===== src/rtl/dcq_pkg.sv =====
package dcq_pkg;
  localparam int DT_W  = 6;
  localparam int VC_W  = 2;
  localparam int FLD_W = 16;
  localparam int LEN_W = FLD_W + 1;

  typedef struct packed {
    logic [DT_W-1:0]  dtype;
    logic [VC_W-1:0]  vc;
    logic [FLD_W-1:0] field;
  } cmd_t;

  typedef struct packed {
    logic             ok;
    logic             is_long;
    logic [LEN_W-1:0] len;
  } cls_t;

  localparam int N_SHORT = 6;
  localparam int N_LONG  = 2;
  localparam logic [N_SHORT*DT_W-1:0] SHORT_SET =
    {6'h03, 6'h13, 6'h23, 6'h05, 6'h15, 6'h37};
  localparam logic [N_LONG*DT_W-1:0] LONG_SET = {6'h29, 6'h39};
endpackage


===== src/rtl/dcq_fifo.sv =====
module dcq_fifo
  import dcq_pkg::*;
#(
  parameter int DEPTH = 16
) (
  input  logic clk,
  input  logic rst_n,
  input  logic push,
  input  cmd_t din,
  input  logic pop,
  output cmd_t head,
  output logic empty,
  output logic full
);
  localparam int AW = (DEPTH > 1) ? $clog2(DEPTH) : 1;
  localparam int CW = $clog2(DEPTH + 1);

  cmd_t          mem [DEPTH];
  logic [AW-1:0] wr_ptr, rd_ptr;
  logic [CW-1:0] count;

  assign empty = (count == '0);
  assign full  = (count == CW'(DEPTH));
  assign head  = mem[rd_ptr];

  function automatic logic [AW-1:0] nxt(input logic [AW-1:0] p);
    return (p == AW'(DEPTH - 1)) ? '0 : p + AW'(1);
  endfunction

  always_ff @(posedge clk) begin
    if (push) mem[wr_ptr] <= din;
  end

  always_ff @(posedge clk) begin
    if (!rst_n) begin
      wr_ptr <= '0;
      rd_ptr <= '0;
      count  <= '0;
    end else begin
      if (push) wr_ptr <= nxt(wr_ptr);
      if (pop)  rd_ptr <= nxt(rd_ptr);
      if (push && !pop)      count <= count + CW'(1);
      else if (pop && !push) count <= count - CW'(1);
    end
  end


  no_underflow_chk: assert property (@(posedge clk) disable iff (!rst_n)
    pop |-> !empty);


  push_count_chk: assert property (@(posedge clk) disable iff (!rst_n)
    (push && !pop) |=> count == $past(count) + CW'(1));
endmodule


===== src/rtl/dcq_classify.sv =====
module dcq_classify
  import dcq_pkg::*;
#(
  parameter int SHORT_LEN = 4,
  parameter int LONG_OVH  = 6
) (
  input  cmd_t head,
  output cls_t cls
);
  logic [N_SHORT-1:0] hit_s;
  logic [N_LONG-1:0]  hit_l;

  for (genvar i = 0; i < N_SHORT; i++) begin : g_short
    assign hit_s[i] = (head.dtype == SHORT_SET[i*DT_W +: DT_W]);
  end
  for (genvar j = 0; j < N_LONG; j++) begin : g_long
    assign hit_l[j] = (head.dtype == LONG_SET[j*DT_W +: DT_W]);
  end

  always_comb begin
    cls.is_long = |hit_l;
    cls.ok      = (|hit_s) || (|hit_l);
    cls.len     = cls.is_long ? ({1'b0, head.field} + LEN_W'(LONG_OVH))
                              : LEN_W'(SHORT_LEN);
  end
endmodule


===== src/rtl/dcq_issue.sv =====
module dcq_issue
  import dcq_pkg::*;
(
  input  logic             clk,
  input  logic             rst_n,
  input  logic             mode_cmd,
  input  logic             blank_active,
  input  logic [FLD_W-1:0] blank_budget,
  input  logic             head_vld,
  input  cmd_t             head,
  input  cls_t             cls,
  output logic             pop,
  output logic             hdr_valid,
  input  logic             hdr_ready,
  output cmd_t             hdr,
  output logic             hdr_long,
  input  logic             irq_clr,
  output logic             irq
);
  logic             can_load, fits, ld, drop;
  logic [LEN_W-1:0] used_q;
  logic [LEN_W:0]   need;

  assign need     = {1'b0, used_q} + {1'b0, cls.len};
  assign can_load = !hdr_valid || hdr_ready;
  assign fits     = mode_cmd ||
                    (blank_active && (need <= {2'b00, blank_budget}));
  assign drop     = head_vld && !cls.ok;
  assign ld       = head_vld && cls.ok && can_load && fits;
  assign pop      = drop || ld;

  always_ff @(posedge clk) begin
    if (!rst_n) begin
      hdr_valid <= 1'b0;
      hdr       <= '0;
      hdr_long  <= 1'b0;
      used_q    <= '0;
      irq       <= 1'b0;
    end else begin
      if (ld) begin
        hdr_valid <= 1'b1;
        hdr       <= head;
        hdr_long  <= cls.is_long;
      end else if (hdr_ready) begin
        hdr_valid <= 1'b0;
      end
      if (mode_cmd || !blank_active) used_q <= '0;
      else if (ld)                   used_q <= need[LEN_W-1:0];
      if (drop)         irq <= 1'b1;
      else if (irq_clr) irq <= 1'b0;
    end
  end


  hdr_hold_chk: assert property (@(posedge clk) disable iff (!rst_n)
    (hdr_valid && !hdr_ready) |=> (hdr_valid && $stable(hdr) && $stable(hdr_long)));


  vid_blank_only_chk: assert property (@(posedge clk) disable iff (!rst_n)
    $rose(hdr_valid) |-> ($past(mode_cmd) || $past(blank_active)));


  drop_flag_chk: assert property (@(posedge clk) disable iff (!rst_n)
    drop |=> irq);


  irq_sticky_chk: assert property (@(posedge clk) disable iff (!rst_n)
    (irq && !irq_clr) |=> irq);


  cmd_prompt_chk: assert property (@(posedge clk) disable iff (!rst_n)
    (mode_cmd && head_vld && cls.ok && !hdr_valid) |=> hdr_valid);
endmodule


===== src/rtl/dcq_sched.sv =====
module dcq_sched
  import dcq_pkg::*;
#(
  parameter int DEPTH = 16,
  parameter int VID_W = 32
) (
  input  logic             clk,
  input  logic             rst_n,
  input  logic             mode_cmd,
  input  logic             wr_valid,
  output logic             wr_ready,
  input  logic [DT_W-1:0]  wr_dtype,
  input  logic [VC_W-1:0]  wr_vc,
  input  logic [FLD_W-1:0] wr_field,
  input  logic             blank_active,
  input  logic [FLD_W-1:0] blank_budget,
  input  logic             vid_in_valid,
  input  logic [VID_W-1:0] vid_in_data,
  output logic             vid_in_ready,
  output logic             vid_out_valid,
  output logic [VID_W-1:0] vid_out_data,
  input  logic             vid_out_ready,
  output logic             hdr_valid,
  input  logic             hdr_ready,
  output logic [DT_W-1:0]  hdr_dtype,
  output logic [VC_W-1:0]  hdr_vc,
  output logic [FLD_W-1:0] hdr_field,
  output logic             hdr_long,
  output logic             irq_badtype,
  input  logic             irq_clr
);
  cmd_t wr_cmd, head, hdr;
  cls_t cls;
  logic empty, full, push, pop;

  assign wr_cmd   = '{dtype: wr_dtype, vc: wr_vc, field: wr_field};
  assign wr_ready = !full;
  assign push     = wr_valid && !full;

  dcq_fifo #(.DEPTH(DEPTH)) u_fifo (
    .clk(clk), .rst_n(rst_n), .push(push), .din(wr_cmd), .pop(pop),
    .head(head), .empty(empty), .full(full)
  );

  dcq_classify u_cls (.head(head), .cls(cls));

  dcq_issue u_issue (
    .clk(clk), .rst_n(rst_n), .mode_cmd(mode_cmd),
    .blank_active(blank_active), .blank_budget(blank_budget),
    .head_vld(!empty), .head(head), .cls(cls), .pop(pop),
    .hdr_valid(hdr_valid), .hdr_ready(hdr_ready), .hdr(hdr),
    .hdr_long(hdr_long), .irq_clr(irq_clr), .irq(irq_badtype)
  );

  assign hdr_dtype = hdr.dtype;
  assign hdr_vc    = hdr.vc;
  assign hdr_field = hdr.field;

  assign vid_out_valid = vid_in_valid && !mode_cmd;
  assign vid_out_data  = vid_in_data;
  assign vid_in_ready  = vid_out_ready && !mode_cmd;
endmodule


===== config.mk =====
export PLATFORM = sky130hd
export DESIGN_NAME = dcq_sched
export DESIGN_NICKNAME = d
export VERILOG_FILES = /design/src/rtl/dcq_pkg.sv /design/src/rtl/dcq_fifo.sv /design/src/rtl/dcq_classify.sv /design/src/rtl/dcq_issue.sv /design/src/rtl/dcq_sched.sv
export SDC_FILE = /design/constraint.sdc
export NUM_CORES = 1
export LEC_CHECK = 0
export BUFFER_PORTS_ARGS = -buffer_cell sky130_fd_sc_hd__buf_2
export CAP_MARGIN = 20
export CORE_ASPECT_RATIO = 0.8
export CORE_MARGIN = 2
export CORE_UTILIZATION = 62
export CTS_BUF_LIST = sky130_fd_sc_hd__clkbuf_4 sky130_fd_sc_hd__clkbuf_8
export CTS_CLUSTER_DIAMETER = 120
export DETAILED_ROUTE_END_ITERATION = 6
export PLACE_DENSITY = 0.92
export SYNTH_ARGS = -nofsm -noshare
export SYNTH_HDL_FRONTEND = slang
export SYNTH_SLANG_ARGS = --single-unit

===== constraint.sdc =====
create_clock -name clk -period 8.4 [get_ports clk]
set_input_delay 0 -clock clk [delete_from_list [all_inputs] [get_ports clk]]
set_output_delay 0 -clock clk [all_outputs]
set_load 0.05 [all_outputs]

## Word level (Yosys, flattened, before mapping)

Memories as Yosys holds them, arrays and structs flattened. A register that Yosys moved wholly into a read port is not among the register bits.
Cells that the tools add are included.

- $add $sub $neg: 6
- Multipliers: 0
- Div/mod/pow operators: 0
- Order comparisons: 1
- Equality and inequality tests: 11
- Shift-type cells: 0
- Mux-type cells: 13
- Bitwise logic cells: 1
- Reduce and logical (&&, ||, !) cells: 30

Operators by type and width:

| kind | number |
|---|---|
| 6-bit equality test (second input constant) | 4 |
| 17-bit by 17-bit adder with 18-bit output | 1 |
| 18-bit by 16-bit less-or-equal comparator with 1-bit output | 1 |
| 16-bit by 3-bit adder with 17-bit output (second input constant) | 1 |
| 17-bit two-way mux | 1 |
| 4-bit two-way mux | 4 |
| 6-bit by 5-bit equality test with 1-bit output (second input constant) | 2 |
| 1-bit logical AND | 10 |
| 5-bit two-way mux | 2 |
| 4-bit by 1-bit adder with 4-bit output (second input constant) | 2 |
| 4-bit equality test (second input constant) | 2 |
| 1-bit zero test | 8 |
| 6-bit by 2-bit equality test with 1-bit output (second input constant) | 1 |
| 6-bit by 3-bit equality test with 1-bit output (second input constant) | 1 |
| 1-bit two-way mux | 6 |
| 2-bit nonzero test | 3 |
| 6-bit OR reduction | 1 |
| 5-bit by 1-bit adder with 5-bit output (second input constant) | 1 |
| 5-bit equality test (second input constant) | 1 |
| 5-bit zero test | 1 |
| 1-bit logical OR | 5 |
| 5-bit by 1-bit subtractor with 5-bit output (second input constant) | 1 |
| 2-bit OR reduction | 2 |
| 1-bit inverter | 1 |

- Register bits: 57
- Bits in latches: 0
- RAM bits: 384
- Memory bits (read-only): 0
- Input port bits: 81
- Output and inout port bits: 62
- Word-level logic and storage cells: 73
- Memories: 1

Memory list:

| name | words | bits a word | rd ports | clocked after memory_dff | wr ports | RTL line | source |
|---|---|---|---|---|---|---|---|
| u_fifo.mem | 16 | 24 | 1 | 1 | 1 | dcq_fifo.sv:18 | `cmd_t mem [DEPTH];` |

## Logic depth before layout (Yosys ltp)

Gate-level depths: netlist of run 1.

- Word-level depth: 12
- Gate-level depth with buffers: 38
- Gate-level depth less buffers: 33

## Modules after synthesis

A second synthesis of run 1 with hierarchy kept.

- Cells, all modules: 1165
- Area, all modules: 18974.4 um2

By module, submodules not included:

| module | instances | cells an instance | area an instance (um2) | seq. area each (um2) |
|---|---|---|---|---|
| dcq_fifo | 1 | 696 | 15300.9 | 11871.4 |
| dcq_issue | 1 | 355 | 2924.1 | 880.8 |
| dcq_classify | 1 | 77 | 483.0 | 0.0 |
| dcq_sched | 1 | 37 | 266.5 | 0.0 |

## Worst setup path before layout of run 1

OpenSTA, ideal clock, no wires.

- Kind: flip-flop to flip-flop
- Start: register (tool-made name)
- End: register u_fifo.count[4]
- Setup time: 0.070 ns
- Data arrival time: 7.201 ns
- Data required time: 8.330 ns
- Slack: 1.129 ns
- Stages on the path, launching flop included: 35
- Path buffers: 6
- Period minus slack after synthesis: 7.271 ns
- Cell sequence: dfxtp_1 buf_6 buf_6 buf_6 buf_4 buf_2 buf_2 mux4_2 mux4_2 and2_1 ha_1 fa_1 a21o_1 nand4_1 a21boi_0 o21ai_0 a21boi_0 o211ai_1 nand3_1 ha_1 a211o_1 o211ai_1 a21oi_1 nor4_1 nor2_1 o31ai_1 a21oi_2 ha_1 inv_1 ha_1 a21o_1 a21oi_1 xnor2_1 or3_1 a21oi_1

RTL lines:

| element | RTL line | source |
|---|---|---|
| end signal, assigned | dcq_fifo.sv:42 | `if (push && !pop) count <= count + CW'(1);` |
| end signal, assigned | dcq_fifo.sv:43 | `else if (pop && !push) count <= count - CW'(1);` |
| end, declared | dcq_fifo.sv:20 | `logic [CW-1:0] count;` |

==> results of run 1 <==
## cells by family after synthesis
group	after synthesis
AND/OR/NAND/NOR	207
AO/OA/AOI/OAI	99
adder cells (fa/ha/maj)	45
buffers and inverters	109
flip-flops	445
XOR/XNOR	29
multiplexers	158
## metrics by stage
step | cell area (µm²) | power, mW
final | 21100 | 6.27
after global routing | 21100 | 6.50
after CTS | 21100 | 6.26
after detailed placement | 19500 | 4.52
after global placement | 19500 | 4.43
after floorplan | 18800 | 4.12
## registers in the layout (all words and copies together), names as in the netlist, named ones only
name	cells
u_issue.irq	1
u_issue.hdr_valid	1
u_fifo.rd_ptr	4
u_fifo.wr_ptr	4
u_issue.hdr_long	1
u_issue.hdr	24
u_issue.used_q	17
u_fifo.mem	384
u_fifo.count	5
## final cells by class
type | count | area share (%)
Sequential cell | 445 | 60.5
Multi-Input combinational cell | 538 | 26.0
Clock buffer | 96 | 5.47
Timing Repair Buffer | 132 | 4.32
Tap cell | 413 | 2.45
Clock inverter | 20 | 0.659
Inverter | 32 | 0.570
## where the power goes
| group | total [mW] | internal (mW) | switching [mW] |
|---|---|---|---|
| logic | 1.91 | 0.830 | 1.08 |
| registers | 2.62 | 2.52 | 0.105 |
| clock network | 1.73 | 0.918 | 0.814 |
## worst max path at each step
| stage | from | endpoint | slack (ns) |
|---|---|---|---|
| finish | flip-flop | u_fifo.count[4] | 0.49 |
| global route | flip-flop | u_fifo.count[4] | 0.05 |
| CTS | flip-flop | u_fifo.count[4] | 0.40 |
| detailed placement | flip-flop | u_fifo.count[4] | 0.52 |
| global placement | flip-flop | u_fifo.count[4] | 0.79 |
| floorplan | flip-flop | u_fifo.count[4] | 1.13 |
## per-layer routing
metal  GRT usage, %  routed length [µm]
met3           6.42                4690
met2           44.4               21200
met4           12.6                1790
met5              0                  13
met1           38.7               16300
## cells in the final DEF, fill, tap and decap left out, types with 10 or more instances in the layout
cell,count
inv_1,31
ha_1,43
buf_4,22
o21ai_0,17
xnor2_1,14
clkbuf_8,69
buf_2,78
a21oi_1,36
a22oi_1,10
nor2_2,12
nand2_1,37
mux2i_1,46
dfxtp_1,58
nor2_1,83
mux4_2,112
dlygate4sd3_1,28
edfxtp_1,384
xor2_1,15
clkbuf_4,27
## repair_timing
item	4_1_cts	5_1_grt
buffers inserted	0	1
hold endpoints to repair	392	0
hold buffers	28	0
setup endpoints to repair	0	2
==> impl_metrics.py, run 1 <==
metrics = {
    "logic_synthesis": {
        "post-synth-top-area-cell": "edfxtp_1",
        "synthAdderAreaFrac_pct": 3.07,
        "synthTopCellsByArea": "edfxtp_1 (61%), mux4_2 (13%), dfxtp_1 (6.5%), ha_1 (2.9%), mux2i_1 (2.4%)",
        "yosys.area_share.simple_pct": 5.16,
        "yosys_warnings": 0,
        "synth_edf_count": 384,
        "synth-seq-cells": 445,
        "synth_area_um2": 18800,
        "synth.top_cell.area_share_pct": 61.3,
        "syn-mean-instance-area_um2": 17.2,
        "synth_cells": 1092,
        "synthMuxAreaShare_pct": 15.9,
        "synthFlopType": "edfxtp_1",
        "synth_top_family_by_area": "multiplexers",
        "synth_commonest_cells": "edfxtp_1 (384), mux4_2 (112), nor2_1 (95)",
        "synth-compound-area-share_pct": 3.37,
        "synth.most_common_cell": "edfxtp_1",
        "yosysSeqAreaShare_pct": 67.8,
        "synth_xor_area_share_pct": 1.35,
        "ys_types": 57,
        "synth_nets": 1218,
        "synthArstFlopShare_pct": 0,
    },
    "hold_path": {
        "worstHoldPathCells": 0,
        "whs_endpoint": "vid_out_data[17]",
        "hold_start": "vid_in_data[17]",
        "hp-class": "in -> out",
    },
    "global_route": {
        "grt_max_degree": 41,
        "grt_use_total_pct": 28.3,
        "grt_first_pass_wirelength_um": 65300,
        "grt_remaining_overflow": 0,
        "grt_pass1_vias": 11000,
        "antenna_found_initial": 1,
    },
    "placed_design": {
        "placed_cells": 1531,
        "port_buffers": 78,
        "gp_congestion": 0.856,
        "hpwlAfterDp_um": 25200,
        "place_ws_ns": 0.523,
    },
    "clock_tree": {
        "cts_buffer_depth": 3,
        "tritoncts": "yes",
        "cts_buffers": 67,
        "clkTransAtPathRegs_ns": 0.07,
        "clkLatencyLatePin_ns": 0.59,
        "htree_levels": 3,
        "clock-sinks": 445,
        "post_cts_resized": 0,
        "cts_root_buf": "clkbuf_8",
    },
    "sta": {
        "tightest_slew_ns": 0.804,
        "post-route-period-util_pct": 94.1,
        "fin_ws_ns": 0.492,
        "final_max_slew_viol_count": 0,
        "setup_viol": 0,
        "min_period_ns": 7.91,
        "hold_viol": 0,
        "rsz0062_at_grt": "no",
        "maxClockFrequency_mhz": 126,
        "max_slew_margin_pct": 46.4,
        "worst_clock_skew_ns": 0.0219,
        "whs_ns": 0.0000193,
        "finalSetupTns_ns": 0,
    },
    "cells_and_area": {
        "multiInputGateArea_um2": 5480,
        "fill_cells": 1808,
        "seqCellArea_um2": 12800,
        "syn2layout_area_growth_pct": 12.1,
        "post_route_cells_drive_above_1_share_pct": 27.9,
        "antenna_cells": 0,
        "instances_no_fill": 1676,
        "fin_util_pct": 70.0,
        "fin_nets": 1342,
    },
    "critical_path": {
        "r2r-end": "u_fifo.count[4]",
        "critPathMaxStageDelay_ns": 0.57,
        "r2r_slack_ns": 0.49,
        "startpoint_type": "flip-flop",
        "required_ns": 8.92,
        "cp_num_cells": 31,
        "cp_top_family": "compound AO/OA/AOI/OAI gates",
        "cp_common_cell": "ha_1",
        "crit_type": "reg -> reg",
        "r2r_cells": 31,
        "crit_arrival_ns": 8.42,
        "cp_max_fo": 40,
        "end_kind": "flip-flop",
        "critPathSlowestCell": "mux4_2",
        "path_buf_inv": 3,
    },
    "routing": {
        "final_antenna_net_count": 0,
        "drtPass1Iterations": 6,
        "drtIter0Drc": 1468,
        "via_per_inst": 6.41,
        "vias": 10700,
        "drc": 0,
        "wl_per_cell_um": 26.2,
        "drt-total-wl_um": 44000,
    },
    "floorplan": {
        "die_w_um": 199,
        "die_h_um": 160,
        "num_rows": 57,
        "die_area_um2": 31800,
        "core_um2": 30100,
        "boundaryPins": 143,
        "start_util_pct": 62.5,
    },
    "status": {
        "status": "completed",
    },
    "power_and_ir_drop": {
        "ir_drop_uv": 220,
        "p_leak_nw": 7.16,
        "power_density_nw_per_um2": 297,
    },
    "flow_run": {
        "drv_cap": 0,
    },
}
Note: power is estimated with default switching activity, not from simulation.
==> inputs of run 2 (changes only) <==
--- a/config.mk
+++ b/config.mk
@@ -13,7 +13,7 @@
 export CTS_BUF_LIST = sky130_fd_sc_hd__clkbuf_4 sky130_fd_sc_hd__clkbuf_8
 export CTS_CLUSTER_DIAMETER = 120
 export DETAILED_ROUTE_END_ITERATION = 6
-export PLACE_DENSITY = 0.92
+export PLACE_DENSITY = 0.82
 export SYNTH_ARGS = -nofsm -noshare
 export SYNTH_HDL_FRONTEND = slang
 export SYNTH_SLANG_ARGS = --single-unit
==> impl_metrics.py, run 2 (synthesis results as in run 1) <==
metrics = {
    "floorplan": {
        "start_util_pct": 62.5,
        "boundaryPins": 143,
        "die_w_um": 199,
        "num_rows": 57,
        "core_um2": 30100,
        "die_area_um2": 31800,
        "die_h_um": 160,
    },
    "sta": {
        "fin_ws_ns": 0.717,
        "final_max_slew_viol_count": 0,
        "worst_clock_skew_ns": 0.0374,
        "rsz0062_at_grt": "no",
        "setup_viol": 0,
        "tightest_slew_ns": 0.820,
        "hold_viol": 0,
        "finalSetupTns_ns": 0,
        "post-route-period-util_pct": 91.5,
        "max_slew_margin_pct": 45.0,
        "min_period_ns": 7.68,
        "maxClockFrequency_mhz": 130,
    },
    "critical_path": {
        "crit_type": "reg -> reg",
        "critPathSlowestCell": "dfxtp_4",
        "critPathMaxStageDelay_ns": 0.63,
        "end_kind": "flip-flop",
        "startpoint_type": "flip-flop",
        "crit_arrival_ns": 8.19,
        "cp_max_fo": 30,
        "required_ns": 8.90,
        "r2r-end": "u_fifo.count[4]",
        "r2r_slack_ns": 0.72,
        "r2r_cells": 30,
    },
    "power_and_ir_drop": {
        "p_clk_share_pct": 28.0,
        "p_seq_share_pct": 42.3,
        "combPwrFrac_pct": 29.7,
        "ir_drop_uv": 157,
        "p_switching_mw": 1.97,
        "p_leak_nw": 7.20,
        "power_density_nw_per_um2": 295,
        "swShare_pct": 31.5,
        "p_int_mw": 4.27,
    },
    "placed_design": {
        "placed_cells": 1533,
        "place_ws_ns": 0.776,
        "placed_area_um2": 19500,
        "hpwlAfterDp_um": 25600,
        "gp_congestion": 0.916,
        "port_buffers": 78,
    },
    "cells_and_area": {
        "final_cell_mix": "edfxtp_1 (384), mux4_2 (112), nor2_1 (83)",
        "regMostFlops": "u_fifo.mem",
        "fin_nets": 1344,
        "mostFrequentLayoutCell": "edfxtp_1",
        "largest_reg_flops": 384,
        "syn2layout_area_growth_pct": 12.3,
        "fin_util_pct": 70.2,
        "top_regs": "u_fifo.mem x384, u_issue.hdr x24, u_issue.used_q x17",
        "postLayoutCellArea_um2": 21100,
        "instances_no_fill": 1684,
        "post_route_cells_drive_above_1_share_pct": 28.2,
    },
    "hold_path": {
        "hold_start": "vid_in_data[17]",
        "hp-class": "in -> out",
        "worstHoldPathCells": 0,
        "whs_endpoint": "vid_out_data[17]",
    },
    "flow_run": {
        "drv_cap": 0,
    },
    "routing": {
        "vias": 10400,
        "drt-total-wl_um": 42700,
        "final_antenna_net_count": 0,
        "wl_per_cell_um": 25.4,
        "drtPass1Iterations": 6,
        "drc": 0,
        "via_per_inst": 6.15,
        "drtIter0Drc": 1240,
    },
    "global_route": {
        "grt_max_degree": 46,
        "grt_use_total_pct": 27.9,
        "grt_remaining_overflow": 0,
        "grt_pass1_vias": 10400,
        "grt_first_pass_wirelength_um": 63600,
        "antenna_found_initial": 1,
    },
    "clock_tree": {
        "cts_root_buf": "clkbuf_8",
        "postCtsSetupBuffers": 0,
        "clkLatencyLatePin_ns": 0.61,
        "htree_levels": 3,
        "cts_buffers": 67,
        "cts_buffer_depth": 3,
        "clkTransAtPathRegs_ns": 0.06,
        "tritoncts": "yes",
        "clock-sinks": 445,
    },
    "status": {
        "status": "completed",
    },
}
run 2: cell types whose count changed in the layout (fill, tap and decap cells not counted), moves of 2 or more:
cell        previous run  this run
clkinv_2               6         8
buf_4                 22        24
clkbuf_8              69        72
clkinvlp_4             4         1
run 2: layer usage:
layer	global-route usage, %	share of wire [%]	vias up
met5	0	0	-
met4	9.91	3.1	0
met3	7.67	10	100
met2	43.2	47	616
met1	38.8	39	5126
li1	-	-	4520
run 2: repair_timing:
| action | CTS | global route |
|---|---|---|
| resized for setup | 0 | 0 |
| endpoints found under the hold margin | 395 | 0 |
| hold buffers | 29 | 0 |
run 2: final cells by class:
class,instances,area (µm²)
antenna,1,2.50
clock buffer,98,1190
clock inverter,23,145
fill,1861,8970
inverter,32,120
multi-input combinational,538,5480
sequential,445,12800
tap,413,517
timing repair buffer,134,921
run 2: worst max-delay path: cells and delay by family (launching register included):
family	cells	cell delay (ns)
AND/OR/NAND/NOR	6	1.33
flip-flops	1	0.63
XOR/XNOR	1	0.10
multiplexers	1	0.54
adder cells (fa/ha/maj)	4	1.15
AO/OA/AOI/OAI	16	3.36
buffers and inverters	2	0.45
run 2: stage by stage:
step / total power [mW] / hold WS (ns)
after floorplan: 4.12 / 0.0989
after global placement: 4.47 / 0.000341
after detailed placement: 4.52 / 0.000341
after CTS: 6.26 / 0.000341
after global routing: 6.51 / 0.000126
final: 6.23 / 0.0000220
run 2: power groups by stage:
stage | logic, mW | clock network (mW) | registers, mW
floorplan | 1.38 | 0 | 2.74
global placement | 1.79 | 0 | 2.68
detailed placement | 1.83 | 0 | 2.69
CTS | 1.85 | 1.77 | 2.64
global route | 1.98 | 1.87 | 2.66
finish | 1.85 | 1.74 | 2.64
run 2: worst max path at each step:
stage / start / depth (start not counted) / end
floorplan: flip-flop / 34 / u_fifo.count[4]
finish: flip-flop / 30 / u_fifo.count[4]
detailed placement: flip-flop / 31 / u_fifo.count[4]
CTS: flip-flop / 31 / u_fifo.count[4]
global placement: flip-flop / 31 / u_fifo.count[4]
global route: flip-flop / 30 / u_fifo.count[4]
==> inputs of run 3 (changes only) <==
--- a/config.mk
+++ b/config.mk
@@ -9,11 +9,13 @@
 export CAP_MARGIN = 20
 export CORE_ASPECT_RATIO = 0.8
 export CORE_MARGIN = 2
-export CORE_UTILIZATION = 62
+export CORE_UTILIZATION = 56
 export CTS_BUF_LIST = sky130_fd_sc_hd__clkbuf_4 sky130_fd_sc_hd__clkbuf_8
 export CTS_CLUSTER_DIAMETER = 120
 export DETAILED_ROUTE_END_ITERATION = 6
-export PLACE_DENSITY = 0.82
+export PLACE_DENSITY = 0.78
+export SKIP_LAST_GASP = 1
 export SYNTH_ARGS = -nofsm -noshare
 export SYNTH_HDL_FRONTEND = slang
 export SYNTH_SLANG_ARGS = --single-unit
+export TNS_END_PERCENT = 100
==> constraint.sdc (replaced) <==
create_clock -name clk -period 6.55 [get_ports clk]
set_input_delay 0 -clock clk [delete_from_list [all_inputs] [get_ports clk]]
set_output_delay 0 -clock clk [all_outputs]
set_load 0.05 [all_outputs]
==> impl_metrics.py, run 3 (synthesis results as in run 1) <==
metrics = {
    "floorplan": {
        "boundaryPins": 143,
        "num_rows": 60,
        "die_area_um2": 35100,
        "die_w_um": 209,
        "die_h_um": 168,
        "start_util_pct": 56.4,
        "core_um2": 33300,
    },
    "sta": {
        "rsz0062_at_grt": "yes",
        "worst_clock_skew_ns": 0.0360,
        "hold_viol": 0,
        "min_period_ns": 6.74,
        "fin_ws_ns": -0.192,
        "setup_viol": 1,
        "maxClockFrequency_mhz": 148,
        "post-route-period-util_pct": 103,
        "max_slew_margin_pct": 45.7,
        "final_max_slew_viol_count": 0,
        "tightest_slew_ns": 0.812,
    },
    "global_route": {
        "grt_use_total_pct": 25.5,
        "antenna_found_initial": 2,
        "grt_remaining_overflow": 0,
        "grt_pass1_vias": 11100,
        "grt_first_pass_wirelength_um": 65900,
        "grt_max_degree": 38,
    },
    "power_and_ir_drop": {
        "p_leak_nw": 7.97,
        "p_clk_share_pct": 25.7,
        "p_seq_share_pct": 37.9,
        "swShare_pct": 31.3,
        "p_switching_mw": 2.76,
        "power_density_nw_per_um2": 386,
        "combPwrFrac_pct": 36.4,
        "p_int_mw": 6.07,
        "ir_drop_uv": 216,
    },
    "critical_path": {
        "startpoint_type": "flip-flop",
        "cp_top_family": "adder cells",
        "r2r_cells": 32,
        "cp_num_cells": 32,
        "critPathSlowestCell": "mux4_2",
        "end_kind": "flip-flop",
        "crit_arrival_ns": 7.25,
        "cp_max_fo": 7,
        "crit_type": "reg -> reg",
        "required_ns": 7.06,
        "path_buf_inv": 7,
        "r2r_slack_ns": -0.19,
        "critPathMaxStageDelay_ns": 0.52,
        "crit_path_end": "u_fifo.count[4]",
        "r2r-end": "u_fifo.count[4]",
    },
    "routing": {
        "drt-total-wl_um": 45300,
        "drc": 0,
        "drtPass1Iterations": 5,
        "wl_per_cell_um": 24.7,
        "drtIter0Drc": 1196,
        "vias": 11100,
        "final_antenna_net_count": 0,
        "via_per_inst": 6.03,
    },
    "clock_tree": {
        "clkTransAtPathRegs_ns": 0.06,
        "cts_buffer_depth": 3,
        "htree_levels": 3,
        "cts_root_buf": "clkbuf_8",
        "clkLatencyLatePin_ns": 0.61,
        "tritoncts": "yes",
        "clock-sinks": 445,
        "cts_buffers": 70,
    },
    "cells_and_area": {
        "mostFrequentLayoutCell": "edfxtp_1",
        "final_cell_mix": "edfxtp_1 (384), buf_4 (132), mux4_2 (112)",
        "fin_nets": 1477,
        "post_route_cells_drive_above_1_share_pct": 40.2,
        "largest_reg_flops": 384,
        "syn2layout_area_growth_pct": 21.5,
        "instances_no_fill": 1837,
        "regMostFlops": "u_fifo.mem",
        "top_regs": "u_fifo.mem x384, u_issue.hdr x24, u_issue.used_q x17",
    },
    "flow_run": {
        "drv_cap": 0,
    },
    "hold_path": {
        "hold_start": "vid_in_data[1]",
        "worstHoldPathCells": 0,
        "hp-class": "in -> out",
    },
    "status": {
        "status": "complete, but fails checks",
        "violations": "negative setup slack",
    },
    "placed_design": {
        "placed_cells": 1654,
        "hpwlAfterDp_um": 25900,
        "port_buffers": 78,
        "place_ws_ns": -0.375,
        "gp_congestion": 0.843,
    },
}
## run 3: metrics by stage
| stage | TNS, ns | hold WS [ns] | util, % | instance area, µm² | power (mW) |
|---|---|---|---|---|---|
| after global placement | -0.204 | 0.000341 | 61.2 | 20400 | 6.12 |
| after global routing | -0.765 | 0.0000842 | 68.6 | 22900 | 9.20 |
| final | -0.192 | 0.0000193 | 68.6 | 22900 | 8.83 |
| after detailed placement | -0.811 | 0.000341 | 61.2 | 20400 | 6.19 |
| after floorplan | 0 | 0.0989 | - | 18900 | 5.35 |
| after CTS | -0.0923 | 0.000341 | 67.4 | 22500 | 8.71 |
## run 3: final cells by class
| cell class | count | area [µm²] |
|---|---|---|
| clock inverter | 26 | 170 |
| timing repair buffer | 264 | 2090 |
| multi-input combinational | 538 | 5990 |
| clock buffer | 96 | 1170 |
| tap | 434 | 543 |
| sequential | 445 | 12800 |
| inverter | 32 | 123 |
| fill | 2047 | 10500 |
| antenna | 2 | 5.00 |
## run 3: what timing repair did
action,4_1_cts,5_1_grt
hold buffers,28,0
gates cloned,3,0
resized for setup,52,73
endpoints found under the hold margin,392,0
setup buffers,17,20
endpoints found under the setup margin,4,23
pin swaps,23,57
## run 3: power by group through the flow
| stage | registers, mW | logic (mW) | clock network, mW |
|---|---|---|---|
| 2_1_floorplan | 3.52 | 1.83 | 0 |
| 3_3_place_gp | 3.39 | 2.73 | 0 |
| 3_5_place_dp | 3.39 | 2.80 | 0 |
| 4_1_cts | 3.34 | 3.07 | 2.30 |
| 5_1_grt | 3.36 | 3.42 | 2.42 |
| 6_report | 3.35 | 3.22 | 2.27 |
## run 3: worst min-delay path by stage
stage and endpoint:
2_1_floorplan u_fifo.mem[0][0], 3_3_place_gp vid_out_data[10], 3_5_place_dp vid_out_data[10], 4_1_cts vid_out_data[10], 5_1_grt vid_out_data[20], 6_report vid_out_data[1]
## run 3: per-layer routing
metal | routed length [µm] | part of all wire [%] | track usage, %
met2 | 21500 | 47 | 39.6
met1 | 18700 | 41 | 36.2
met3 | 3920 | 8.6 | 5.97
met4 | 1230 | 2.7 | 8.57
met5 | 0 | 0 | 0
